File: src/rtl/host_irq_pkg.sv
package host_irq_pkg;
  localparam int DATA_W   = 32;
  localparam int ADDR_W   = 3;
  localparam int N_DIRECT = 8;

  typedef enum logic [ADDR_W-1:0] {
    A_PEND  = 3'd0,
    A_EN    = 3'd1,
    A_FAULT = 3'd2,
    A_DMA   = 3'd3,
    A_RUNL  = 3'd4,
    A_EVEN  = 3'd5,
    A_STAT  = 3'd6,
    A_RSVD  = 3'd7
  } reg_addr_e;

  // position of each direct source in the pending word
  localparam int DIRECT_POS [N_DIRECT] = '{0, 4, 8, 16, 23, 24, 27, 31};

  localparam int BIT_FAULT = 28;
  localparam int BIT_DMA   = 29;
  localparam int BIT_RUNL  = 30;
  localparam int BIT_EVT   = 31;
endpackage

File: src/rtl/w1c_bank.sv
module w1c_bank #(
  parameter int W = 8
) (
  input  logic         clk_i,
  input  logic         rst_ni,
  input  logic [W-1:0] set_i,
  input  logic [W-1:0] clr_i,
  output logic [W-1:0] q_o
);
  logic [W-1:0] q;

  // set dominates a same-cycle clear
  always_ff @(posedge clk_i or negedge rst_ni) begin
    if (!rst_ni) q <= '0;
    else         q <= (q & ~clr_i) | set_i;
  end

  assign q_o = q;
endmodule

File: src/rtl/irq_enable_reg.sv
module irq_enable_reg #(
  parameter int DATA_W = 32
) (
  input  logic              clk_i,
  input  logic              rst_ni,
  input  logic              wr_all_i,
  input  logic              wr_top_i,
  input  logic [DATA_W-1:0] wdata_i,
  output logic [DATA_W-1:0] en_o
);
  localparam int TOP = DATA_W - 1;
  logic [DATA_W-1:0] en_q;

  always_ff @(posedge clk_i or negedge rst_ni) begin
    if (!rst_ni)       en_q <= '0;
    else if (wr_all_i) en_q <= wdata_i;
    else if (wr_top_i) en_q <= {wdata_i[0], en_q[TOP-1:0]};
  end

  assign en_o = en_q;
endmodule

File: src/rtl/irq_line.sv
module irq_line #(
  parameter int DATA_W = 32
) (
  input  logic              clk_i,
  input  logic              rst_ni,
  input  logic [DATA_W-1:0] stat_i,
  output logic              irq_o
);
  logic irq_q;

  always_ff @(posedge clk_i or negedge rst_ni) begin
    if (!rst_ni) irq_q <= 1'b0;
    else         irq_q <= |stat_i;
  end

  assign irq_o = irq_q;
endmodule

File: src/rtl/host_irq_aggr.sv
module host_irq_aggr
  import host_irq_pkg::*;
#(
  parameter int NUM_FAULT = 8,
  parameter int NUM_DMA   = 8,
  parameter int NUM_RUNL  = 8
) (
  input  logic                 clk_i,
  input  logic                 rst_ni,
  input  logic                 reg_wr_i,
  input  logic [ADDR_W-1:0]    reg_addr_i,
  input  logic [DATA_W-1:0]    reg_wdata_i,
  output logic [DATA_W-1:0]    reg_rdata_o,
  input  logic [N_DIRECT-1:0]  direct_evt_i,
  input  logic [NUM_FAULT-1:0] fault_evt_i,
  input  logic [NUM_DMA-1:0]   dma_evt_i,
  input  logic [NUM_RUNL-1:0]  runl_evt_i,
  output logic                 irq_o
);
  reg_addr_e addr;
  assign addr = reg_addr_e'(reg_addr_i);

  logic wr_pend, wr_en, wr_fault, wr_dma, wr_runl, wr_even;
  assign wr_pend  = reg_wr_i && (addr == A_PEND);
  assign wr_en    = reg_wr_i && (addr == A_EN);
  assign wr_fault = reg_wr_i && (addr == A_FAULT);
  assign wr_dma   = reg_wr_i && (addr == A_DMA);
  assign wr_runl  = reg_wr_i && (addr == A_RUNL);
  assign wr_even  = reg_wr_i && (addr == A_EVEN);

  // direct sources
  logic [N_DIRECT-1:0] direct_clr, direct_q;
  for (genvar i = 0; i < N_DIRECT; i++) begin : g_dclr
    assign direct_clr[i] = wr_pend & reg_wdata_i[DIRECT_POS[i]];
  end

  w1c_bank #(.W(N_DIRECT)) u_direct (
    .clk_i(clk_i), .rst_ni(rst_ni),
    .set_i(direct_evt_i), .clr_i(direct_clr), .q_o(direct_q)
  );

  // second-level unit registers
  logic [NUM_FAULT-1:0] fault_q;
  logic [NUM_DMA-1:0]   dma_q;
  logic [NUM_RUNL-1:0]  runl_q;

  w1c_bank #(.W(NUM_FAULT)) u_fault (
    .clk_i(clk_i), .rst_ni(rst_ni), .set_i(fault_evt_i),
    .clr_i({NUM_FAULT{wr_fault}} & reg_wdata_i[NUM_FAULT-1:0]), .q_o(fault_q)
  );
  w1c_bank #(.W(NUM_DMA)) u_dma (
    .clk_i(clk_i), .rst_ni(rst_ni), .set_i(dma_evt_i),
    .clr_i({NUM_DMA{wr_dma}} & reg_wdata_i[NUM_DMA-1:0]), .q_o(dma_q)
  );
  w1c_bank #(.W(NUM_RUNL)) u_runl (
    .clk_i(clk_i), .rst_ni(rst_ni), .set_i(runl_evt_i),
    .clr_i({NUM_RUNL{wr_runl}} & reg_wdata_i[NUM_RUNL-1:0]), .q_o(runl_q)
  );

  // top-level pending word: latched direct bits plus live summaries
  logic [DATA_W-1:0] pend_w;
  always_comb begin
    pend_w = '0;
    for (int i = 0; i < N_DIRECT; i++) pend_w[DIRECT_POS[i]] = direct_q[i];
    pend_w[BIT_FAULT] = |fault_q;
    pend_w[BIT_DMA]   = |dma_q;
    pend_w[BIT_RUNL]  = |runl_q;
  end

  logic [DATA_W-1:0] en_w, stat_w;

  irq_enable_reg #(.DATA_W(DATA_W)) u_en (
    .clk_i(clk_i), .rst_ni(rst_ni),
    .wr_all_i(wr_en), .wr_top_i(wr_even),
    .wdata_i(reg_wdata_i), .en_o(en_w)
  );

  assign stat_w = pend_w & en_w;

  irq_line #(.DATA_W(DATA_W)) u_irq (
    .clk_i(clk_i), .rst_ni(rst_ni), .stat_i(stat_w), .irq_o(irq_o)
  );

  always_comb begin
    unique case (addr)
      A_PEND:  reg_rdata_o = pend_w;
      A_EN:    reg_rdata_o = en_w;
      A_FAULT: reg_rdata_o = DATA_W'(fault_q);
      A_DMA:   reg_rdata_o = DATA_W'(dma_q);
      A_RUNL:  reg_rdata_o = DATA_W'(runl_q);
      A_STAT:  reg_rdata_o = stat_w;
      default: reg_rdata_o = '0;
    endcase
  end
endmodule

File: config.mk
export PLATFORM = sky130hd
export DESIGN_NAME = host_irq_aggr
export DESIGN_NICKNAME = d
export VERILOG_FILES = /design/src/rtl/host_irq_pkg.sv /design/src/rtl/w1c_bank.sv /design/src/rtl/irq_enable_reg.sv /design/src/rtl/irq_line.sv /design/src/rtl/host_irq_aggr.sv
export SDC_FILE = /design/constraint.sdc
export NUM_CORES = 1
export LEC_CHECK = 0
export ABC_CLOCK_PERIOD_IN_PS = 1000
export BUFFER_PORTS_ARGS = -buffer_cell sky130_fd_sc_hd__clkbuf_2
export CORE_ASPECT_RATIO = 0.75
export CORE_MARGIN = 1.5
export CORE_UTILIZATION = 40
export CTS_CLUSTER_SIZE = 24
export DETAILED_ROUTE_END_ITERATION = 12
export GPL_ROUTABILITY_DRIVEN = 0
export PLACE_DENSITY = 0.67
export SYNTH_ARGS = -nofsm -noshare
export SYNTH_HDL_FRONTEND = slang
export SYNTH_SLANG_ARGS = --single-unit
File: constraint.sdc
create_clock -name clk_i -period 1 [get_ports clk_i]
set_input_delay 0.05 -clock clk_i [delete_from_list [all_inputs] [get_ports clk_i]]
set_output_delay 0.05 -clock clk_i [all_outputs]
set_load 0.01 [all_outputs]
After elaboration in Yosys (flattened, before gate mapping)
Index checks and enable logic that the tools add are counted.
- muxes and demuxes: 3
- multiply operators: 0
- add/subtract/negate cells: 0
- order comparisons: 0
- shifts and indexed selects: 0
- div/mod/pow operators: 0
- eq/ne operators: 6
- reductions and logical operators: 12
- bitwise operators: 24
- operators by type and width (operator ; number):
    32-bit case mux with 6 select lines ; 1
    32-bit 2-to-1 mux ; 2
    8-bit AND ; 7
    32-bit AND ; 1
    8-bit NOT ; 4
    8-bit OR ; 4
    32-bit OR reduction ; 1
    8-bit OR reduction ; 3
    3-bit equality test, second input constant ; 3
    1-bit AND ; 8
    3-bit by 2-bit equality test with 1-bit output, second input constant ; 2
    1-bit logical AND ; 6
    3-bit by 1-bit equality test with 1-bit output, second input constant ; 1
    3-bit logical NOT ; 1
    2-bit nonzero test ; 1
- output and inout port bits: 33
- input port bits: 70
- RAM bits: 0
- memory bits (read-only): 0
- register bits after elaboration: 65
- memories: 0
- word-level logic and storage cells: 52
- bits in latches: 0

Logic depth before layout (Yosys ltp)
- word-level depth: 6
- depth in mapped cells: 7
- depth with buffers taken out: 4

Cells and area by module
Synthesis repeated with hierarchy kept, for this count alone.
- cell total of the unflattened synthesis: 325
- area total of the unflattened synthesis: 3604.7 µm²
- by module, submodules not included (module ; seq. area each (µm²) ; area each (µm²) ; cells an instance ; times used):
    irq_enable_reg ; 800.8 ; 1345.0 ; 70 ; 1
    w1c_bank ; 200.2 ; 290.3 ; 24 ; 4
    host_irq_aggr ; 0.0 ; 998.5 ; 147 ; 1
    irq_line ; 25.0 ; 100.1 ; 12 ; 1

Least setup slack after synthesis
No wires, ideal clock.
- kind: input to register
- start point: input port reg_addr_i[1]
- end point: register u_en.en_q[10], in the netlist u_en.en_o[10]
- required time: 0.875 ns
- slack: -0.210 ns
- path buffers: 3
- data arrival time: 1.085 ns
- stages: 6
- cells stage by stage: buf_6 -> nor2_4 -> and3_1 -> buf_6 -> buf_12 -> mux2_4
- longest elaborated chain between the ends: 3
- ends and longest elaborated chain (element ; RTL line ; text):
    start, declared ; host_irq_aggr.sv:11 ; input logic [ADDR_W-1:0] reg_addr_i,
    3-bit by 1-bit equality test with 1-bit output (*) ; host_irq_aggr.sv:25 ; assign wr_en = reg_wr_i && (addr == A_EN);
    1-bit logical AND (*) ; host_irq_aggr.sv:25 ;
    32-bit 2-to-1 mux ; irq_enable_reg.sv:16 ; else if (wr_all_i) en_q <= wdata_i;
    end signal, assigned ; irq_enable_reg.sv:16 ;
    end signal, assigned ; irq_enable_reg.sv:17 ; else if (wr_top_i) en_q <= {wdata_i[0], en_q[TOP-1:0]};
    end, declared ; irq_enable_reg.sv:12 ; logic [DATA_W-1:0] en_q;
Mark *: on every way between the ends. The rest lies on a longest branch, timed or not.
A chain may end at the register's enable or synchronous reset.

Worst setup path after layout
- start point: register u_runl.q[7], in the netlist u_runl.q_o[7]
- end point: output port reg_rdata_o[30]
- longest elaborated chain between the ends: 3
- ends and longest elaborated chain (element ; RTL line ; text):
    start, declared ; w1c_bank.sv:10 ; logic [W-1:0] q;
    start signal, assigned ; w1c_bank.sv:15 ; else q <= (q & ~clr_i) | set_i;
    8-bit OR reduction (*) ; host_irq_aggr.sv:67 ; pend_w[BIT_RUNL] = |runl_q;
    32-bit AND ; host_irq_aggr.sv:78 ; assign stat_w = pend_w & en_w;
    32-bit case mux with 6 select lines (*) ; host_irq_aggr.sv:85 ; unique case (addr)
    end, declared ; host_irq_aggr.sv:13 ; output logic [DATA_W-1:0] reg_rdata_o,
Marked as above.

==> impl_metrics.toml <==
[floorplanning]
pin_count = 103
start_util_pct = 41.7
chipHeight_um = 82.0
die_width_um = 108
rows = 28
floorplan.die_area_sq_um = 8890
core_footprint_sq_um = 7990

[yosys]
post_synth_xor_area_fraction_pct = 0
postSynthRegisterBits = 65
syn-num-nets = 364
number_of_synthesized_flops_with_an_enable_pin = 0
synth.cell_area_sq_um = 3330
yosys_most_used_dff = "sky130_fd_sc_hd__dfrtp_1"
synth_top_cells_by_area = "sky130_fd_sc_hd__dfrtp_1 49%, sky130_fd_sc_hd__mux2_4 13%, sky130_fd_sc_hd__a21o_1 7.2%, sky130_fd_sc_hd__nand2_1 5.1%, sky130_fd_sc_hd__and3_1 3.2%"
asyncSetResetFlopFracSynth_pct = 100
ys_types = 33
synth_top_cell_by_area = "sky130_fd_sc_hd__dfrtp_1"
dominant_combinational_cell_family_by_area_after_synthesis = "multiplexers"
top_cell_type_s_share_of_synthesized_area_pct = 48.8
yosys.area_share.adder_pct = 0
simple_gate_portion_of_the_synthesized_area_pct = 14.7
seq_area_frac_synth_pct = 48.8
synthMuxAreaShare_pct = 16.0
synth_compound_area_share_pct = 15.7
synthesis.area_per_instance_sq_um = 11.3
synth-warning-count = 0
post_synth_inst_count = 294

[grt]
antenna_found_initial = 0
grt_pass1_vias = 3320
global_route.usage.total_pct = 24.4
wire_length_of_the_first_global_routing_pass_mm = 16.3
grt_overflow = 0
grt_start_max_net_pins = 66

[sta]
clock.fmax_mhz = 578
period_minus_slack_ns = 1.73
finalSetupViolCount = 34
timing.final.hold_violations = 0
final.setup.tns_ns = -7.59
final-max-slew-violation-count = 0
setup_ws_ns = -0.730
clock-skew-final_ns = 0.00628
tightestPinTransition_ns = 0.385
post-route-period-util_pct = 173
slew_headroom_pct = 74.1
grt_setup_unrepaired = "yes"

[setup_path]
crit_arrival_ns = 1.68
crit_type = "flop to primary output"
critical_path_peak_fanout = 2
r2r_worst_path_depth = 6
timing.critical_path.to_type = "primary output"
regToRegStartpoint = "u_dma.q_o[6]"
critical_path.startpoint_type = "flop"
critPathLaunch = "u_runl.q_o[7]"
worst-endpoint-required_ns = 0.95

[route]
detailroute.via_count = 3284
1st_pass_router_iterations = 4
drt_iter0_drc = 171
drt-vias-per-instance = 5.07
drt-total-wl_mm = 10.8
drt.antenna.violating_nets = 0
route.detailed.drc = 0
avgRoutedWirePerCell_um = 16.7

[cts]
cts_tree = "built"
h-tree-depth = 3
clkSlewWorstSetupHoldPaths_ns = 0.08
tritoncts_num_sinks = 65
clockBufferDepth = 2
tritoncts.num_buffers = 9
clock-root-buffer = "sky130_fd_sc_hd__clkbuf_8"
clock_latency_ns = 0.34

[final_layout]
final_core_util_pct = 71.0
layout.nets = 608
antennaDiodeCount = 0
syn2layout_area_growth_pct = 70.3
drive_above_1_share_pct = 51.4
stdcell_area_sq_um = 5670

[pwr]
pwr_density_cell_nw_per_um2 = 1370
power.static_leakage_uw = 0.00261
peakVddDrop_uv = 782

[hold_path]
timing.hold.worst.class = "input pin to flop"
holdPathStages = 3
start_point_of_the_worst_hold_path = "reg_wdata_i[31]"

[run]
max-cap-violations = 0

[outcome]
failed_checks = "setup timing"
result_of_the_run = "finished, violations left"

[placed_design]
port_buffers = 102
placedInstanceArea_sq_um = 4420
post_dp_hpwl_mm = 6.91
[cell usage in the layout, fill, tap and decap left out, drive strengths merged, types with 2 or more instances in the layout]
| cell type | n |
|---|---|
| nor2b | 2 |
| nand2b | 8 |
| a22o | 4 |
| o22ai | 7 |
| mux2i | 9 |
| o21ai | 11 |
| nor2 | 4 |
| dlygate4sd3 | 58 |
| a21oi | 11 |
| nand2 | 45 |
| and2 | 2 |
| a22oi | 10 |
| nor4 | 6 |
| bufinv | 2 |
| buf | 106 |
| clkbuf | 101 |
| a21o | 32 |
| clkinv | 2 |
| dfrtp | 65 |
| mux2 | 30 |
| and3 | 17 |
[worst max-delay path, stage by stage, from the launching register on]
cell and delay (ns):
sky130_fd_sc_hd__dfrtp_1 0.44, sky130_fd_sc_hd__nor4_2 0.34, sky130_fd_sc_hd__nand2_1 0.18, sky130_fd_sc_hd__a22o_1 0.25, sky130_fd_sc_hd__clkbuf_2 0.13
[layer usage]
| layer | track usage (%) | vias up | part of all wire [%] |
|---|---|---|---|
| li1 | - | 1543 | - |
| met1 | 32.8 | 1599 | 45 |
| met2 | 39.7 | 124 | 47 |
| met3 | 5.08 | 18 | 5.3 |
| met4 | 7.89 | 0 | 2.2 |
| met5 | 0 | - | 0 |
[registers in the layout (all words and copies together), names as in the netlist]
name and count:
u_irq.irq_o 1, u_en.en_o 32, u_dma.q_o 8, u_direct.q_o 8, u_fault.q_o 8, u_runl.q_o 8
[repair_timing]
action | 4_1_cts | 5_1_grt
setup buffers | 16 | 5
hold buffers | 58 | 0
endpoints found under the hold margin | 122 | 0
setup endpoints to repair | 33 | 34
resized for setup | 45 | 38
pin swaps | 25 | 8
[cell type report]
class,instances,area [sq um]
clock buffer,11,151
clock inverter,5,77.6
fill,595,2310
inverter,1,3.75
multi-input combinational,207,1730
sequential,65,1630
tap,105,131
timing repair buffer,254,1950
[logic make-up after synthesis]
group / count (synthesis)
AOI/OAI and AO/OA: 77
DFF: 65
and+or+nand+nor: 91
muxes: 39
buffers and inverters: 22
[Yosys cell counts (3+ instances only)]
library cell               number
sky130_fd_sc_hd__and3_1        17
sky130_fd_sc_hd__mux2_4        28
sky130_fd_sc_hd__nor2_1         3
sky130_fd_sc_hd__buf_2          9
sky130_fd_sc_hd__dfrtp_1       65
sky130_fd_sc_hd__mux2i_1        9
sky130_fd_sc_hd__buf_12         3
sky130_fd_sc_hd__a21o_1        32
sky130_fd_sc_hd__nand2_1       45
sky130_fd_sc_hd__a22oi_1       10
sky130_fd_sc_hd__a21oi_1       11
sky130_fd_sc_hd__o22ai_1        7
sky130_fd_sc_hd__nand2b_1       8
sky130_fd_sc_hd__o21ai_0       11
sky130_fd_sc_hd__a22o_1         4
sky130_fd_sc_hd__clkbuf_1       6
sky130_fd_sc_hd__nor4_1         6
[report_power, final]
part / leakage (uW) / internal (uW) / total (uW) / switching (uW)
clock: 0.000115 / 1530 / 2560 / 1030
combinational: 0.00181 / 1280 / 2040 / 756
sequential: 0.000680 / 2940 / 3150 / 211
total: 0.00261 / 5760 / 7750 / 2000
[per-stage QoR]
stage	worst slack (ns)	hold WS [ns]	total power, uW	cells
after detailed placement	-0.397	0.0954	4650	554
after CTS	-0.657	0.0000352	7650	643
after global routing	-0.803	0.00248	8120	648
final	-0.730	0.00701	7750	648
after global placement	-0.268	0.0969	4610	554
after floorplan	-0.189	-0.246	3950	294
[path summary, 6_finish.rpt]
check	to	slack [ns]
max in group asynchronous	u_runl.q_o[3]	0.45
worst min-delay path	u_direct.q_o[7]	0.007
min in group asynchronous	u_dma.q_o[2]	0.24
worst max register to register	u_irq.irq_o	-0.43
worst max-delay path	reg_rdata_o[30]	-0.73
worst min register to register	u_en.en_o[17]	0.51
(Power assumes the default switching activity.)
